==> src/rtl/hilo_pkg.sv <==
package hilo_pkg;

   typedef enum logic [2:0] {
      OP_MULU   = 3'd0,
      OP_DIVU   = 3'd1,
      OP_TOHI   = 3'd2,
      OP_TOLO   = 3'd3,
      OP_FROMHI = 3'd4,
      OP_FROMLO = 3'd5,
      OP_NOP6   = 3'd6,
      OP_NOP7   = 3'd7
   } hilo_op_e;

endpackage

==> src/rtl/hilo_div.sv <==
module hilo_div #(
   parameter int W = 32
) (
   input  logic         clk,
   input  logic         rst_n,
   input  logic         start_i,
   input  logic [W-1:0] dvd_i,
   input  logic [W-1:0] dvs_i,
   output logic         busy_o,
   output logic         done_o,
   output logic [W-1:0] quo_o,
   output logic [W-1:0] rem_o
);
   localparam int CW = $clog2(W + 1);

   logic [CW-1:0] cnt_q;
   logic [W-1:0]  quo_q, rem_q, dvs_q, orig_q;
   logic          zero_q;
   logic [W:0]    shifted, diff;
   logic          fits;
   logic [W-1:0]  quo_n, rem_n;

   always_comb begin
      shifted = {rem_q, quo_q[W-1]};
      diff    = shifted - {1'b0, dvs_q};
      fits    = ~diff[W];
      rem_n   = fits ? diff[W-1:0] : shifted[W-1:0];
      quo_n   = {quo_q[W-2:0], fits};
   end

   assign busy_o = (cnt_q != '0);
   assign done_o = (cnt_q == CW'(1));
   assign quo_o  = quo_n;
   assign rem_o  = rem_n;

   always_ff @(posedge clk or negedge rst_n) begin
      if (!rst_n) begin
         cnt_q  <= '0;
         quo_q  <= '0;
         rem_q  <= '0;
         dvs_q  <= '0;
         orig_q <= '0;
         zero_q <= 1'b0;
      end else if (start_i) begin
         cnt_q  <= CW'(W);
         quo_q  <= dvd_i;
         rem_q  <= '0;
         dvs_q  <= dvs_i;
         orig_q <= dvd_i;
         zero_q <= (dvs_i == '0);
      end else if (busy_o) begin
         cnt_q <= cnt_q - CW'(1);
         quo_q <= quo_n;
         rem_q <= rem_n;
      end
   end

   // zero divisor gives all-ones quotient, dividend as remainder
   p_zero_div_r4: assert property (@(posedge clk) disable iff (!rst_n)
      (done_o && zero_q) |-> (quo_o == '1 && rem_o == orig_q));
   // an accepted divide makes the unit busy on the next cycle
   p_div_busy_r3: assert property (@(posedge clk) disable iff (!rst_n)
      start_i |=> busy_o);
   // no new divide is launched while one is running
   p_no_restart_r8: assert property (@(posedge clk) disable iff (!rst_n)
      busy_o |-> !start_i);
endmodule

==> src/rtl/hilo_mul.sv <==
module hilo_mul #(
   parameter int W    = 32,
   parameter int ITER = 0
) (
   input  logic           clk,
   input  logic           rst_n,
   input  logic           start_i,
   input  logic [W-1:0]   a_i,
   input  logic [W-1:0]   b_i,
   output logic           busy_o,
   output logic           done_o,
   output logic [2*W-1:0] prod_o
);
   localparam int PW = 2 * W;
   localparam int CW = $clog2(W + 1);

   generate
      if (ITER == 0) begin : g_array
         assign prod_o = {{W{1'b0}}, a_i} * {{W{1'b0}}, b_i};
         assign busy_o = 1'b0;
         assign done_o = start_i;

         // product parity bit matches the operands' low bits
         p_low_bit_r2: assert property (@(posedge clk) disable iff (!rst_n)
            done_o |-> (prod_o[0] == (a_i[0] & b_i[0])));
      end else begin : g_shift_add
         logic [CW-1:0] cnt_q;
         logic [PW-1:0] acc_q, acc_n;
         logic [W-1:0]  mcd_q;
         logic [W:0]    sum;

         always_comb begin
            sum   = {1'b0, acc_q[PW-1:W]} + (acc_q[0] ? {1'b0, mcd_q} : '0);
            acc_n = {sum, acc_q[W-1:1]};
         end

         assign busy_o = (cnt_q != '0);
         assign done_o = (cnt_q == CW'(1));
         assign prod_o = acc_n;

         always_ff @(posedge clk or negedge rst_n) begin
            if (!rst_n) begin
               cnt_q <= '0;
               acc_q <= '0;
               mcd_q <= '0;
            end else if (start_i) begin
               cnt_q <= CW'(W);
               acc_q <= {{W{1'b0}}, b_i};
               mcd_q <= a_i;
            end else if (busy_o) begin
               cnt_q <= cnt_q - CW'(1);
               acc_q <= acc_n;
            end
         end

         // the loop ends and releases busy after its final step
         p_mul_end_r2: assert property (@(posedge clk) disable iff (!rst_n)
            done_o |=> !busy_o);
      end
   endgenerate
endmodule

==> src/rtl/hilo_regs.sv <==
module hilo_regs
   import hilo_pkg::*;
#(
   parameter int W = 32
) (
   input  logic         clk,
   input  logic         rst_n,
   input  logic         res_we_i,
   input  logic [W-1:0] res_hi_i,
   input  logic [W-1:0] res_lo_i,
   input  logic         op_we_i,
   input  hilo_op_e     op_i,
   input  logic [W-1:0] val_i,
   output logic [W-1:0] rdata_o,
   output logic         rvalid_o,
   output logic         hi_bad_o,
   output logic         lo_bad_o
);
   logic [W-1:0] hi_q, lo_q;
   logic         pend_q;

   always_ff @(posedge clk or negedge rst_n) begin
      if (!rst_n) begin
         hi_q     <= '0;
         lo_q     <= '0;
         pend_q   <= 1'b0;
         hi_bad_o <= 1'b0;
         lo_bad_o <= 1'b0;
         rdata_o  <= '0;
         rvalid_o <= 1'b0;
      end else begin
         rvalid_o <= 1'b0;
         if (res_we_i) begin
            hi_q     <= res_hi_i;
            lo_q     <= res_lo_i;
            pend_q   <= 1'b1;
            hi_bad_o <= 1'b0;
            lo_bad_o <= 1'b0;
         end else if (op_we_i) begin
            unique case (op_i)
               OP_TOHI: begin
                  hi_q     <= val_i;
                  hi_bad_o <= 1'b0;
                  if (pend_q) lo_bad_o <= 1'b1;
                  pend_q   <= 1'b0;
               end
               OP_TOLO: begin
                  lo_q     <= val_i;
                  lo_bad_o <= 1'b0;
                  if (pend_q) hi_bad_o <= 1'b1;
                  pend_q   <= 1'b0;
               end
               OP_FROMHI: begin
                  rdata_o  <= hi_q;
                  rvalid_o <= 1'b1;
                  pend_q   <= 1'b0;
               end
               OP_FROMLO: begin
                  rdata_o  <= lo_q;
                  rvalid_o <= 1'b1;
                  pend_q   <= 1'b0;
               end
               default: ;
            endcase
         end
      end
   end

   // move into high while a result is pending spoils the low half
   p_tohi_flag_r7: assert property (@(posedge clk) disable iff (!rst_n)
      (op_we_i && !res_we_i && op_i == OP_TOHI && pend_q) |=> lo_bad_o);
   // move into low while a result is pending spoils the high half
   p_tolo_flag_r7: assert property (@(posedge clk) disable iff (!rst_n)
      (op_we_i && !res_we_i && op_i == OP_TOLO && pend_q) |=> hi_bad_o);
   // a fresh computed result clears both flags
   p_fresh_clear_r9: assert property (@(posedge clk) disable iff (!rst_n)
      res_we_i |=> (!hi_bad_o && !lo_bad_o));
   // a read of the high half returns it on the next cycle
   p_read_hi_r6: assert property (@(posedge clk) disable iff (!rst_n)
      (op_we_i && !res_we_i && op_i == OP_FROMHI) |=> (rvalid_o && rdata_o == $past(hi_q)));
endmodule

==> src/rtl/hilo_unit.sv <==
module hilo_unit
   import hilo_pkg::*;
#(
   parameter int DATA_W        = 32,
   parameter int MUL_ITERATIVE = 0
) (
   input  logic              clk,
   input  logic              rst_n,
   input  logic              start_i,
   input  logic [2:0]        op_i,
   input  logic [DATA_W-1:0] opa_i,
   input  logic [DATA_W-1:0] opb_i,
   output logic              busy_o,
   output logic [DATA_W-1:0] rdata_o,
   output logic              rvalid_o,
   output logic              hi_bad_o,
   output logic              lo_bad_o
);
   localparam int PROD_W = 2 * DATA_W;

   initial begin
      assert (DATA_W >= 2) else $fatal(1, "hilo_unit: DATA_W must be at least 2");
      assert (MUL_ITERATIVE == 0 || MUL_ITERATIVE == 1)
         else $fatal(1, "hilo_unit: MUL_ITERATIVE must be 0 or 1");
   end

   hilo_op_e          op;
   logic              accept, mul_go, div_go;
   logic              mul_busy, mul_done, div_busy, div_done;
   logic [PROD_W-1:0] prod;
   logic [DATA_W-1:0] quo, rem;
   logic              res_we;
   logic [DATA_W-1:0] res_hi, res_lo;

   assign op     = hilo_op_e'(op_i);
   assign busy_o = mul_busy | div_busy;
   assign accept = start_i & ~busy_o;
   assign mul_go = accept & (op == OP_MULU);
   assign div_go = accept & (op == OP_DIVU);

   hilo_mul #(.W(DATA_W), .ITER(MUL_ITERATIVE)) u_mul (
      .clk     (clk),
      .rst_n   (rst_n),
      .start_i (mul_go),
      .a_i     (opa_i),
      .b_i     (opb_i),
      .busy_o  (mul_busy),
      .done_o  (mul_done),
      .prod_o  (prod)
   );

   hilo_div #(.W(DATA_W)) u_div (
      .clk     (clk),
      .rst_n   (rst_n),
      .start_i (div_go),
      .dvd_i   (opa_i),
      .dvs_i   (opb_i),
      .busy_o  (div_busy),
      .done_o  (div_done),
      .quo_o   (quo),
      .rem_o   (rem)
   );

   assign res_we = mul_done | div_done;
   assign res_hi = div_done ? rem : prod[PROD_W-1:DATA_W];
   assign res_lo = div_done ? quo : prod[DATA_W-1:0];

   hilo_regs #(.W(DATA_W)) u_regs (
      .clk      (clk),
      .rst_n    (rst_n),
      .res_we_i (res_we),
      .res_hi_i (res_hi),
      .res_lo_i (res_lo),
      .op_we_i  (accept),
      .op_i     (op),
      .val_i    (opa_i),
      .rdata_o  (rdata_o),
      .rvalid_o (rvalid_o),
      .hi_bad_o (hi_bad_o),
      .lo_bad_o (lo_bad_o)
   );

   // busy only rises as a consequence of an accepted request
   p_busy_cause_r8: assert property (@(posedge clk) disable iff (!rst_n)
      (!busy_o && !accept) |=> !busy_o);
   // the two engines never run together
   p_one_engine_r3: assert property (@(posedge clk) disable iff (!rst_n)
      !(mul_busy && div_busy));
endmodule

==> config.mk <==
export PLATFORM = sky130hd
export DESIGN_NAME = hilo_unit
export DESIGN_NICKNAME = d
export VERILOG_FILES = /design/src/rtl/hilo_pkg.sv /design/src/rtl/hilo_div.sv /design/src/rtl/hilo_mul.sv /design/src/rtl/hilo_regs.sv /design/src/rtl/hilo_unit.sv
export SDC_FILE = /design/constraint.sdc
export NUM_CORES = 2
export LEC_CHECK = 0
export ABC_CLOCK_PERIOD_IN_PS = 4290
export BUFFER_PORTS_ARGS = -buffer_cell sky130_fd_sc_hd__clkbuf_2
export CORE_ASPECT_RATIO = 1.1
export CORE_MARGIN = 2
export CORE_UTILIZATION = 55
export DETAILED_ROUTE_END_ITERATION = 16
export PLACE_DENSITY_LB_ADDON = 0.25
export SYNTH_ARGS = -nofsm -noshare
export SYNTH_HDL_FRONTEND = slang
export SYNTH_SLANG_ARGS = --single-unit
==> constraint.sdc <==
create_clock -name clk -period 4.29 [get_ports clk]
set_clock_uncertainty 0.05 [all_clocks]
set_input_delay 0.858 -clock clk [delete_from_list [all_inputs] [get_ports clk]]
set_output_delay 0.858 -clock clk [all_outputs]
set_load 0.05 [all_outputs]
==> results.md <==
- Status: finished with violations
- Failing checks: negative setup slack
- CTS sink cnt: 202
- Die width: 276.3 um
- Congestion Overflow GR: 0
- Final setup vio count: 57
- Mapped Cells: 5,037
- Post-route setup slack: -3.524 ns
- Synth cell types: 83
- Synth warn: 0
- DR WL/cell: 21.33 um
- Core Box Area: 80,600 um^2
- Final wirelength: 137,700 um
- Largest net degree at the start of global routing: 83
- I/O Pins: 106
- Ys async rst share: 100.0%
- CP Max Fanout: 19
- Crit path time final: 7.814 ns
- First DRT Iteration DRCs: 2,968
- Post-synthesis sequential area ratio: 11.27%
- Synthesis-stage register bit count: 202
- Dominant cells by area after synthesis: fa_1 40%, dfrtp_1 11%, ha_1 8.3%, and2_1 8.1%, inv_1 7.8%
- Pre-CTS WS: -4.230 ns
- CTS tree: yes
- Most frequent cell after synthesis: inv_1
- Share of layout cells above drive strength 1: 18.92%
- Clk_lat worst skew: 0.52 ns
- Synth top cells by count: 938 x inv_1, 897 x fa_1, 697 x nand2_1
- Hold Violations, Final: 0
- Row count: 109
- Largest area contributor in the netlist: fa_1
- Worst EP required: 4.62 ns
- Vias: 36.77k
- DIE HEIGHT: 303.5 um
- CTS Buf Count: 21
- DRC viols: 0
- Slew @ Worst Pin: 0.9915 ns
- Maximum buffer depth of the clock tree: 3
- Vias in the first global route: 39.27k
- Max_cap viols: 0
- Worst-path clk slew: 0.07 ns
- Post-DP HPWL: 110,300 um
- Fin util: 66.16%
- WS Path Type: input pin to register
- Starting Density: 55.66%
- Worst relative slew slack: 33.66%
- Post-Syn Nets: 6,302
- RSZ-0062 raised after global routing: yes
- GP Congestion: 0.9903
- Dominant synthesized flop cell: dfrtp_1
- Die area: 83,870 um^2
- Top-area cell type share of the netlist area: 40.03%
- Crit path capture type: register
- Detailed Routing Iterations Pass 1: 5
- Clock root cell: clkbuf_16
- Post-route ant nets: 0
- Period utilization: 182.2%
- First-pass GRT wire length: 217,100 um
- Slew Limit Fails: 0
- Hold_buf cts: 0
- Netlist Area Pre-Place: 44,860 um^2
- Worst setup SP type: input pin
- Final Instance Count excl. Fillers: 6,456
- Syn Area/Cell: 8.906 um^2
- Vias/cell: 5.696
- Antenna violations before repair: 8
- CTS H-Tree Depth: 1
- Crit path DAT: 8.14 ns
- Input/output buffers: 105
- Final-stage net count: 6,649
- Fillers: 6,382
- Gr usage total: 33.11%
- Hold Path Class: input pin to async pin
- Placed cells: 6,360
- Synth-to-layout area growth: 18.88%
- EDFF count, synth: 0
- Upper clock frequency limit: 128.0 MHz
worst paths after layout:
check                           cells past startpoint               to  slack (ns)            start
min in group clk                                    2  u_regs.lo_q[12]        0.44  u_regs.lo_q[12]
worst min register to register                      2  u_regs.lo_q[12]        0.44  u_regs.lo_q[12]
worst min-delay path                                1  u_div.dvs_q[29]        0.33            rst_n
max in group asynchronous                           2  u_regs.rvalid_o        2.99            rst_n
worst max-delay path                               25  u_regs.hi_q[15]       -3.52        opa_i[13]
worst max register to register                     14  u_regs.hi_q[28]        0.40  u_div.quo_q[31]
cell usage in the layout (no fill, tap or decap), drive strengths merged, types with 9 or more instances in the layout:
cell type | Yosys | layout
nor3 | 25 | 25
fa | 897 | 897
a221oi | 9 | 9
nand4 | 19 | 19
nand2b | 11 | 11
nand2 | 697 | 697
o21bai | 20 | 20
nor2b | 10 | 10
a211oi | 16 | 16
inv | 939 | 939
clkbuf | 308 | 110
buf | 21 | 565
a21oi | 198 | 198
and2 | 580 | 580
xnor2 | 46 | 46
o211ai | 45 | 45
and3 | 18 | 18
a21o | 74 | 74
or3 | 10 | 10
a22oi | 30 | 30
a31oi | 25 | 25
nand3 | 46 | 46
a221o | 10 | 10
ha | 298 | 298
o21ai | 159 | 159
mux2i | 57 | 57
dfrtp | 202 | 202
xor2 | 31 | 31
nor2 | 120 | 120
stage by stage:
stage / hold slack, ns / instance area [um^2] / TNS [ns]
after global placement: 0.4159 / 49980 / -201.87
final: 0.3309 / 53330 / -167.57
after floorplan: 0.3992 / 45800 / -161.98
after global routing: 0.3888 / 53330 / -177.28
after detailed placement: 0.4227 / 49980 / -205.29
after CTS: 0.3711 / 51980 / -166.07
what timing repair did:
action	in CTS	in global routing
gates resized for setup	234	242
cloned	2	8
pin swaps	110	182
buffers inserted	22	40
setup endpoints to repair	59	59
critical path: stages:
cell,delay [ns]
clkbuf_2,0.10
buf_12,0.15
and2_4,0.15
fa_1,0.53
inv_1,0.05
fa_1,0.54
fa_1,0.43
fa_1,0.58
fa_1,0.45
fa_1,0.49
fa_1,0.55
fa_1,0.59
inv_2,0.05
ha_4,0.26
nand4_1,0.12
or2_4,0.28
or4_4,0.46
a2111oi_4,0.42
nor4b_4,0.13
buf_4,0.16
o31ai_4,0.20
xnor2_2,0.15
nor2_1,0.06
a211oi_1,0.20
o22ai_1,0.12
area by class of cell:
| class | instances | area (um^2) | area share (%) |
|---|---|---|---|
| Sequential cell | 202 | 5055 | 9.479 |
| Tap cell | 1054 | 1319 | 2.473 |
| Timing Repair Buffer | 653 | 5762 | 10.80 |
| Inverter | 939 | 3527 | 6.614 |
| Multi-Input combinational cell | 3567 | 36980 | 69.34 |
| Antenna cell | 5 | 12.51 | 0.02346 |
| Clock inverter | 12 | 118.9 | 0.2229 |
| Clock buffer | 24 | 556.8 | 1.044 |
cells by family after synthesis:
kind of cell	Yosys count	share of synthesized area (%)
flops	202	11.27
mux	58	1.297
compound gates	672	9.586
simple gates	1565	17.20
xor+xnor	77	1.503
fa+ha+maj	1195	48.34
buf+inv	1268	10.81
sequential cells by signal, summed over array words and instances (netlist names):
signal / cells
u_div.dvs_q: 32
u_div.quo_q: 32
u_div.rem_q: 32
u_regs.hi_q: 32
u_regs.lo_q: 32
u_regs.rdata_o: 32
u_div.cnt_q: 6
u_regs.hi_bad_o: 1
u_regs.lo_bad_o: 1
u_regs.pend_q: 1
u_regs.rvalid_o: 1
per-layer routing:
| layer | routed length, um | GRT usage (%) |
|---|---|---|
| met5 | 33 | 0 |
| met4 | 5992 | 11.83 |
| met3 | 11120 | 5.528 |
| met2 | 66170 | 56.33 |
| met1 | 54400 | 43.14 |
Power is left out: the tool's default activity adds up to more than one toggle a clock period on the data nets, which glitch-free logic cannot reach.
